`src/rtl/lookahead_add16.sv`:
```
module cla4_gen (
  input  logic [3:0] g,
  input  logic [3:0] p,
  input  logic       ci,
  output logic [3:1] c,
  output logic       bg,
  output logic       bp
);
  assign c[1] = g[0] | (p[0] & ci);
  assign c[2] = g[1] | (p[1] & g[0]) | (p[1] & p[0] & ci);
  assign c[3] = g[2] | (p[2] & g[1]) | (p[2] & p[1] & g[0])
              | (p[2] & p[1] & p[0] & ci);
  assign bg   = g[3] | (p[3] & g[2]) | (p[3] & p[2] & g[1])
              | (p[3] & p[2] & p[1] & g[0]);
  assign bp   = &p;
endmodule

module lookahead_add16 #(
  parameter int WIDTH = 16
) (
  input  logic [WIDTH-1:0] a_i,
  input  logic [WIDTH-1:0] b_i,
  input  logic             c_in,
  output logic [WIDTH-1:0] sum_o,
  output logic             c_out
);
  localparam int GW   = 4;
  localparam int NGRP = WIDTH / GW;

  logic [WIDTH-1:0] bit_g, bit_p, bit_c;
  logic [NGRP-1:0]  grp_g, grp_p;
  logic [NGRP-1:0]  grp_cin;
  logic [NGRP-1:1]  top_c;
  logic             all_g, all_p;

  assign bit_g = a_i & b_i;
  assign bit_p = a_i ^ b_i;

  cla4_gen top_u (
    .g (grp_g),
    .p (grp_p),
    .ci(c_in),
    .c (top_c),
    .bg(all_g),
    .bp(all_p)
  );

  assign grp_cin = {top_c, c_in};

  for (genvar k = 0; k < NGRP; k++) begin : g_grp
    logic [3:1] inner_c;
    cla4_gen grp_u (
      .g (bit_g[k*GW +: GW]),
      .p (bit_p[k*GW +: GW]),
      .ci(grp_cin[k]),
      .c (inner_c),
      .bg(grp_g[k]),
      .bp(grp_p[k])
    );
    assign bit_c[k*GW +: GW] = {inner_c, grp_cin[k]};
  end

  assign sum_o = bit_p ^ bit_c;
  assign c_out = all_g | (all_p & c_in);
endmodule


```
`config.mk`:
```
export PLATFORM = sky130hd
export DESIGN_NAME = lookahead_add16
export DESIGN_NICKNAME = d
export VERILOG_FILES = /design/src/rtl/lookahead_add16.sv
export SDC_FILE = /design/constraint.sdc
export NUM_CORES = 1
export LEC_CHECK = 0
export ABC_AREA = 1
export ABC_CLOCK_PERIOD_IN_PS = 3400
export BUFFER_PORTS_ARGS = -buffer_cell sky130_fd_sc_hd__clkbuf_2
export CELL_PAD_IN_SITES_DETAIL_PLACEMENT = 1
export CELL_PAD_IN_SITES_GLOBAL_PLACEMENT = 1
export CORE_ASPECT_RATIO = 0.8
export CORE_UTILIZATION = 31
export DETAILED_ROUTE_END_ITERATION = 8
export GPL_TIMING_DRIVEN = 0
export MAX_ROUTING_LAYER = met4
export PLACE_DENSITY_LB_ADDON = 0.1
export SLEW_MARGIN = 15
export SYNTH_ARGS = -nofsm -noshare
export SYNTH_HDL_FRONTEND = slang
export SYNTH_SLANG_ARGS = --single-unit
```
`constraint.sdc`:
```
create_clock -name vclk -period 3.4
set_input_delay 0.68 -clock vclk [all_inputs]
set_output_delay 0.68 -clock vclk [all_outputs]
set_load 0.03 [all_outputs]
```
==> results of run 1 <==
worst max-delay path, delay by kind of cell:
kind / cells / cell delay, ns
compound gates: 1 / 0.22
xor+xnor: 1 / 0.16
fa+ha+maj: 2 / 0.75
buf+inv: 3 / 0.35
simple gates: 4 / 0.35
placed cells by master (no fill, tap or decap):
cell	n
fa_1	4
and3_1	1
xor2_1	5
nand3b_1	1
nand2_4	1
nand3_1	6
a21oi_1	6
nand2_2	9
or2_0	1
and2_1	1
clkbuf_2	50
and2_2	1
nor2_1	4
inv_1	22
ha_1	16
nand2_1	34
a221oi_1	2
nor2_2	2
xnor2_1	2
o21bai_1	1
worst min-delay path by stage:
stage / from / to / slack [ns] / cells past startpoint
6_report: b_i[4] / sum_o[4] / 1.81 / 3
5_1_grt: b_i[4] / sum_o[4] / 1.83 / 3
4_1_cts: b_i[4] / sum_o[4] / 1.82 / 3
3_5_place_dp: b_i[4] / sum_o[4] / 1.82 / 3
3_3_place_gp: b_i[4] / sum_o[4] / 1.81 / 3
2_1_floorplan: c_in / sum_o[0] / 1.67 / 3
routing by layer:
metal	global-route usage	vias to the layer above	wire [um]
li1	-	476	-
met1	0.166	404	886
met2	0.309	31	1040
met3	0	2	104
met4	0.0146	0	14
met5	-	-	0
metrics by stage:
stage	setup slack (ns)	std cells	total power, mW	hold WS [ns]
2_1_floorplan	0.300	119	0.198	1.67
3_3_place_gp	0.272	194	0.265	1.81
6_report	0.219	194	0.274	1.81
3_5_place_dp	0.208	194	0.277	1.82
4_1_cts	0.204	194	0.277	1.82
5_1_grt	0.0974	194	0.297	1.83
area by class of cell:
cell class	count	area share
inverters	22	0.0789
multi-input cells	97	0.652
well taps	25	0.0299
repair buffers	50	0.239
logic make-up after synthesis:
group           share of synthesized area
simple gates                        0.374
buf+inv                             0.108
fa+ha+maj                           0.366
compound gates                     0.0719
xor+xnor                           0.0801
power breakdown:
part / internal, mW / total [mW] / switching, mW / leakage (nW)
Sequential: 0 / 0 / 0 / 0
Combinational: 0.0930 / 0.274 / 0.181 / 0.691
Clock: 0 / 0 / 0 / 0
Total: 0.0930 / 0.274 / 0.181 / 0.691
==> metrics.md, run 1 <==
| Metric | Value |
|---|---|
| Die height | `approximately 46 um` |
| Critical path startpoint | `a_i[6]` |
| Count leader, synth | `nand2_1` |
| Crit path to | `sum_o[13]` |
| Post-CTS setup buffer count | `0` |
| Crit path max fanout | `4` |
| Final net count | `about 220` |
| Placed Area | `about 1000 um2` |
| Setup TNS | `0 ns` |
| Seq Cell Count | `0` |
| Worst Setup Start Kind | `input pin` |
| CP Data Arrival Time | `about 2.5 ns` |
| Critical path data required time | `2.72 ns` |
| Initial Util | `0.343` |
| Post-layout min period | `3.18 ns` |
| Netlist cell types | `19` |
| Dominant cells by area after synthesis | `ha_1 26%, nand2_1 17%, inv_1 11%, fa_1 10%, nand2_2 7.4%` |
| Area delta synth->final | `36.8%` |
| Largest net degree at the start of global routing | `6` |
| Fin util | `0.469` |
| Post-Syn Nets | `between 150 and 200` |
| DP HPWL | `a little under 2 mm` |
| Seq/Total Area, Yosys | `0` |
| Port bufs | `50` |
| Worst Setup End Kind | `primary output` |
| Final wirelength | `just over 2 mm` |
| Yosys warns | `0` |
| Failing checks | `design-rule violations` |
| Mapped Cells | `roughly 120` |
| Max-slew violations | `0` |
| MaxCap Viol Count | `0` |
| Gp weighted congestion | `around 0.75` |
| Slowest cell on crit path | `fa_1` |
| Initial DRC count | `13` |
| Syn avg cell area | `approximately 6.4 um2` |
| Status | `finished with violations` |
| Routed via count | `just over 900` |
| Rows | `15` |
| Post-synth top cells | `34 x nand2_1, 22 x inv_1, 16 x ha_1` |
| I/O pins | `50` |
| Worst stage delay on the critical path | `between 0.3 and 0.4 ns` |
| Peak supply drop | `about 120 uV` |
| Global-route wire length before repair | `3.06 mm` |
| Critical Path, Cell by Cell | `clkbuf_2, ha_1, nand2_2, inv_1, nand2_1, nand2_1, a21oi_1, nand2_4, fa_1, xor2_1, clkbuf_2` |
| Final instance area | `roughly 1000 um2` |
| Post-route ant nets | `0` |
| Min-delay worst type | `in -> out` |
| Max frequency | `roughly 0.31 GHz` |
| Final setup fails | `0` |
| Synth area leader | `ha_1` |
| Worst slew pin tran | `0.373 ns` |
| Hold Buf Count CTS | `0` |
| Final hold violations | `0` |
| Antenna Cells | `0` |
| Area occupied by multi-input gates | `683 um2` |
| WL/cell | `about 11 um` |
| Sequential cell area | `0 um2` |
| RSZ-0062 raised after global routing | `false` |
| Die area | `between 2000 and 3000 um2` |
| Fin crit share | `0.935` |
| Core ar. | `between 2000 and 2500 um2` |
| Crit Path Category | `in -> out` |
| Detail-routed via count per cell | `~4.7` |
| Drt pass-1 iters | `5` |
| Post-Syn Area | `766 um2` |
| Die outline width | `between 50 and 60 um` |
| Global-route usage over all layers | `0.148` |
| Clock buf count | `0` |
| Filler cells | `roughly 330` |
| Synth top area share | `0.261` |
| GR Overflow Total | `0` |
| LEAKAGE | `~0.7 nW` |
| Initial antenna violation count | `0` |
| Vias in the first global route | `803` |
| Pwr dens | `~260 nW/um2` |
| Layout cells sized above 1 | `0.373` |
| Rel. slew slack | `0.751` |
| # DRC | `4` |
| Post-CTS Resized | `0` |
(Power assumes the default switching activity.)
==> run 2, diff against run 1 <==
Settings changed: PLACE_DENSITY_LB_ADDON 0.1 to 0.15.
==> metrics.md, run 2 (synthesized netlist as in run 1, its figures left out) <==
| Metric | Value |
|---|---|
| Status | `finished with violations` |
| Failing checks | `design-rule violations` |
| Comb pwr share | `1.000` |
| WL met2 | `between 1 and 1.5 mm` |
| MaxCap Viol Count | `0` |
| Fin crit share | `0.943` |
| Seq pwr share | `0` |
| I/O pins | `50` |
| P_sw | `approximately 180 uW` |
| Max frequency | `a little over 0.3 GHz` |
| Detail-routed via count per cell | `approximately 4.7` |
| RSZ-0062 raised after global routing | `false` |
| Final hold violations | `0` |
| Largest net degree at the start of global routing | `6` |
| Worst Setup End Kind | `primary output` |
| Layout cells sized above 1 | `0.373` |
| Fin util | `0.469` |
| Clock buf count | `0` |
| Post-CTS Resized | `0` |
| Post-CTS setup buffer count | `0` |
| Post-layout min period | `3.21 ns` |
| Min-delay worst type | `in -> out` |
| Worst Setup Start Kind | `input pin` |
| GR Overflow Total | `0` |
| Min-delay src | `b_i[1]` |
| Peak supply drop | `between 80 and 90 uV` |
| Worst slew pin tran | `0.360 ns` |
| Crit path max fanout | `4` |
| Vias in the first global route | `between 800 and 900` |
| Area delta synth->final | `36.8%` |
| Final setup fails | `0` |
| Met1 WL | `roughly 820 um` |
| Worst stage delay on the critical path | `around 0.4 ns` |
| Routed via count | `~910` |
| Switching part of the total | `0.661` |
| Hold path depth | `4` |
| Clock network fraction of design power | `0` |
| Critical Path, Cell by Cell | `clkbuf_2, ha_1, nand2_1, nand2_1, nand2_1, nand2_1, a21oi_1, nand2_4, fa_1, xor2_1, clkbuf_2` |
| Pwr dens | `~260 nW/um2` |
| Met3 routed WL | `114 um` |
| Post-route ant nets | `0` |
| Antenna Cells | `0` |
| CP Data Arrival Time | `between 2 and 3 ns` |
| Max-slew violations | `0` |
| Max layer used | `met3` |
| Hold Buf Count CTS | `0` |
| Final wirelength | `~2 mm` |
| Hold EP | `sum_o[1]` |
| Core ar. | `about 2200 um2` |
| Die outline width | `57.6 um` |
| Global-route usage over all layers | `0.152` |
| Die area | `between 2000 and 3000 um2` |
| Most common cell after layout, fill and taps aside | `clkbuf_2` |
| Initial Util | `0.343` |
| Final net count | `~220` |
| Sequential cell area | `0 um2` |
| Delay-heaviest family, CP | `adder cells` |
| Critical path data required time | `2.72 ns` |
| Global-route wire length before repair | `roughly 3.2 mm` |
| Gp weighted congestion | `~0.8` |
| Rows | `15` |
| Initial antenna violation count | `0` |
| Crit Path Category | `in -> out` |
| DP HPWL | `around 2 mm` |
| # DRC | `4` |
| Setup TNS | `0 ns` |
| Slowest cell on crit path | `fa_1` |
| Drt pass-1 iters | `8` |
| Initial DRC count | `27` |
| WL/cell | `10.5 um` |
| Power Internal | `92.7 uW` |
| Seq Cell Count | `0` |
| LEAKAGE | `slightly below 0.7 nW` |
| Port bufs | `50` |
| Rel. slew slack | `0.760` |
| Die height | `46.5 um` |
| Commonest cells after routing, fill and taps aside | `50 x clkbuf_2, 34 x nand2_1, 22 x inv_1` |
| Worst path bufs/invs | `2` |
| Worst path most repeated cell | `nand2_1` |
run 2: cell counts in the layout (fill, tap and decap cells not counted):
Identical to the previous run, type by type.
run 2: worst max path at each step:
| stage | startpoint | to | slack, ns | cells past startpoint |
|---|---|---|---|---|
| global placement | a_i[1] | sum_o[9] | 0.27 | 10 |
| CTS | a_i[5] | sum_o[13] | 0.15 | 11 |
| detailed placement | a_i[5] | sum_o[13] | 0.16 | 11 |
| finish | a_i[5] | sum_o[13] | 0.19 | 11 |
| floorplan | a_i[6] | sum_o[13] | 0.30 | 9 |
| global route | a_i[5] | sum_o[13] | 0.05 | 11 |
run 2: layer usage:
layer,up-vias,global-route usage
met5,-,-
met4,0,0
met3,0,0.00281
met2,30,0.340
met1,403,0.159
li1,475,-
run 2: power groups by stage:
stage                     logic [mW]  registers, mW  clock network [mW]
final                          0.273              0                   0
after global routing           0.299              0                   0
after CTS                      0.278              0                   0
after detailed placement       0.277              0                   0
after global placement         0.264              0                   0
after floorplan                0.198              0                   0
run 2: per-stage QoR:
| stage | instance area [um2] | instances | setup WS [ns] | hold slack (ns) | total power, mW |
|---|---|---|---|---|---|
| final | 1050 | 194 | 0.192 | 1.82 | 0.273 |
| after floorplan | 766 | 119 | 0.300 | 1.67 | 0.198 |
| after global routing | 1050 | 194 | 0.0541 | 1.85 | 0.299 |
| after CTS | 1050 | 194 | 0.150 | 1.83 | 0.278 |
| after global placement | 1050 | 194 | 0.271 | 1.81 | 0.264 |
| after detailed placement | 1050 | 194 | 0.156 | 1.83 | 0.277 |
run 2: cell type report:
cell class	instances	area, um2
Fill cell	319	1190
Multi-Input combinational cell	97	683
Tap cell	25	31.3
Inverter	22	82.6
Timing Repair Buffer	50	250
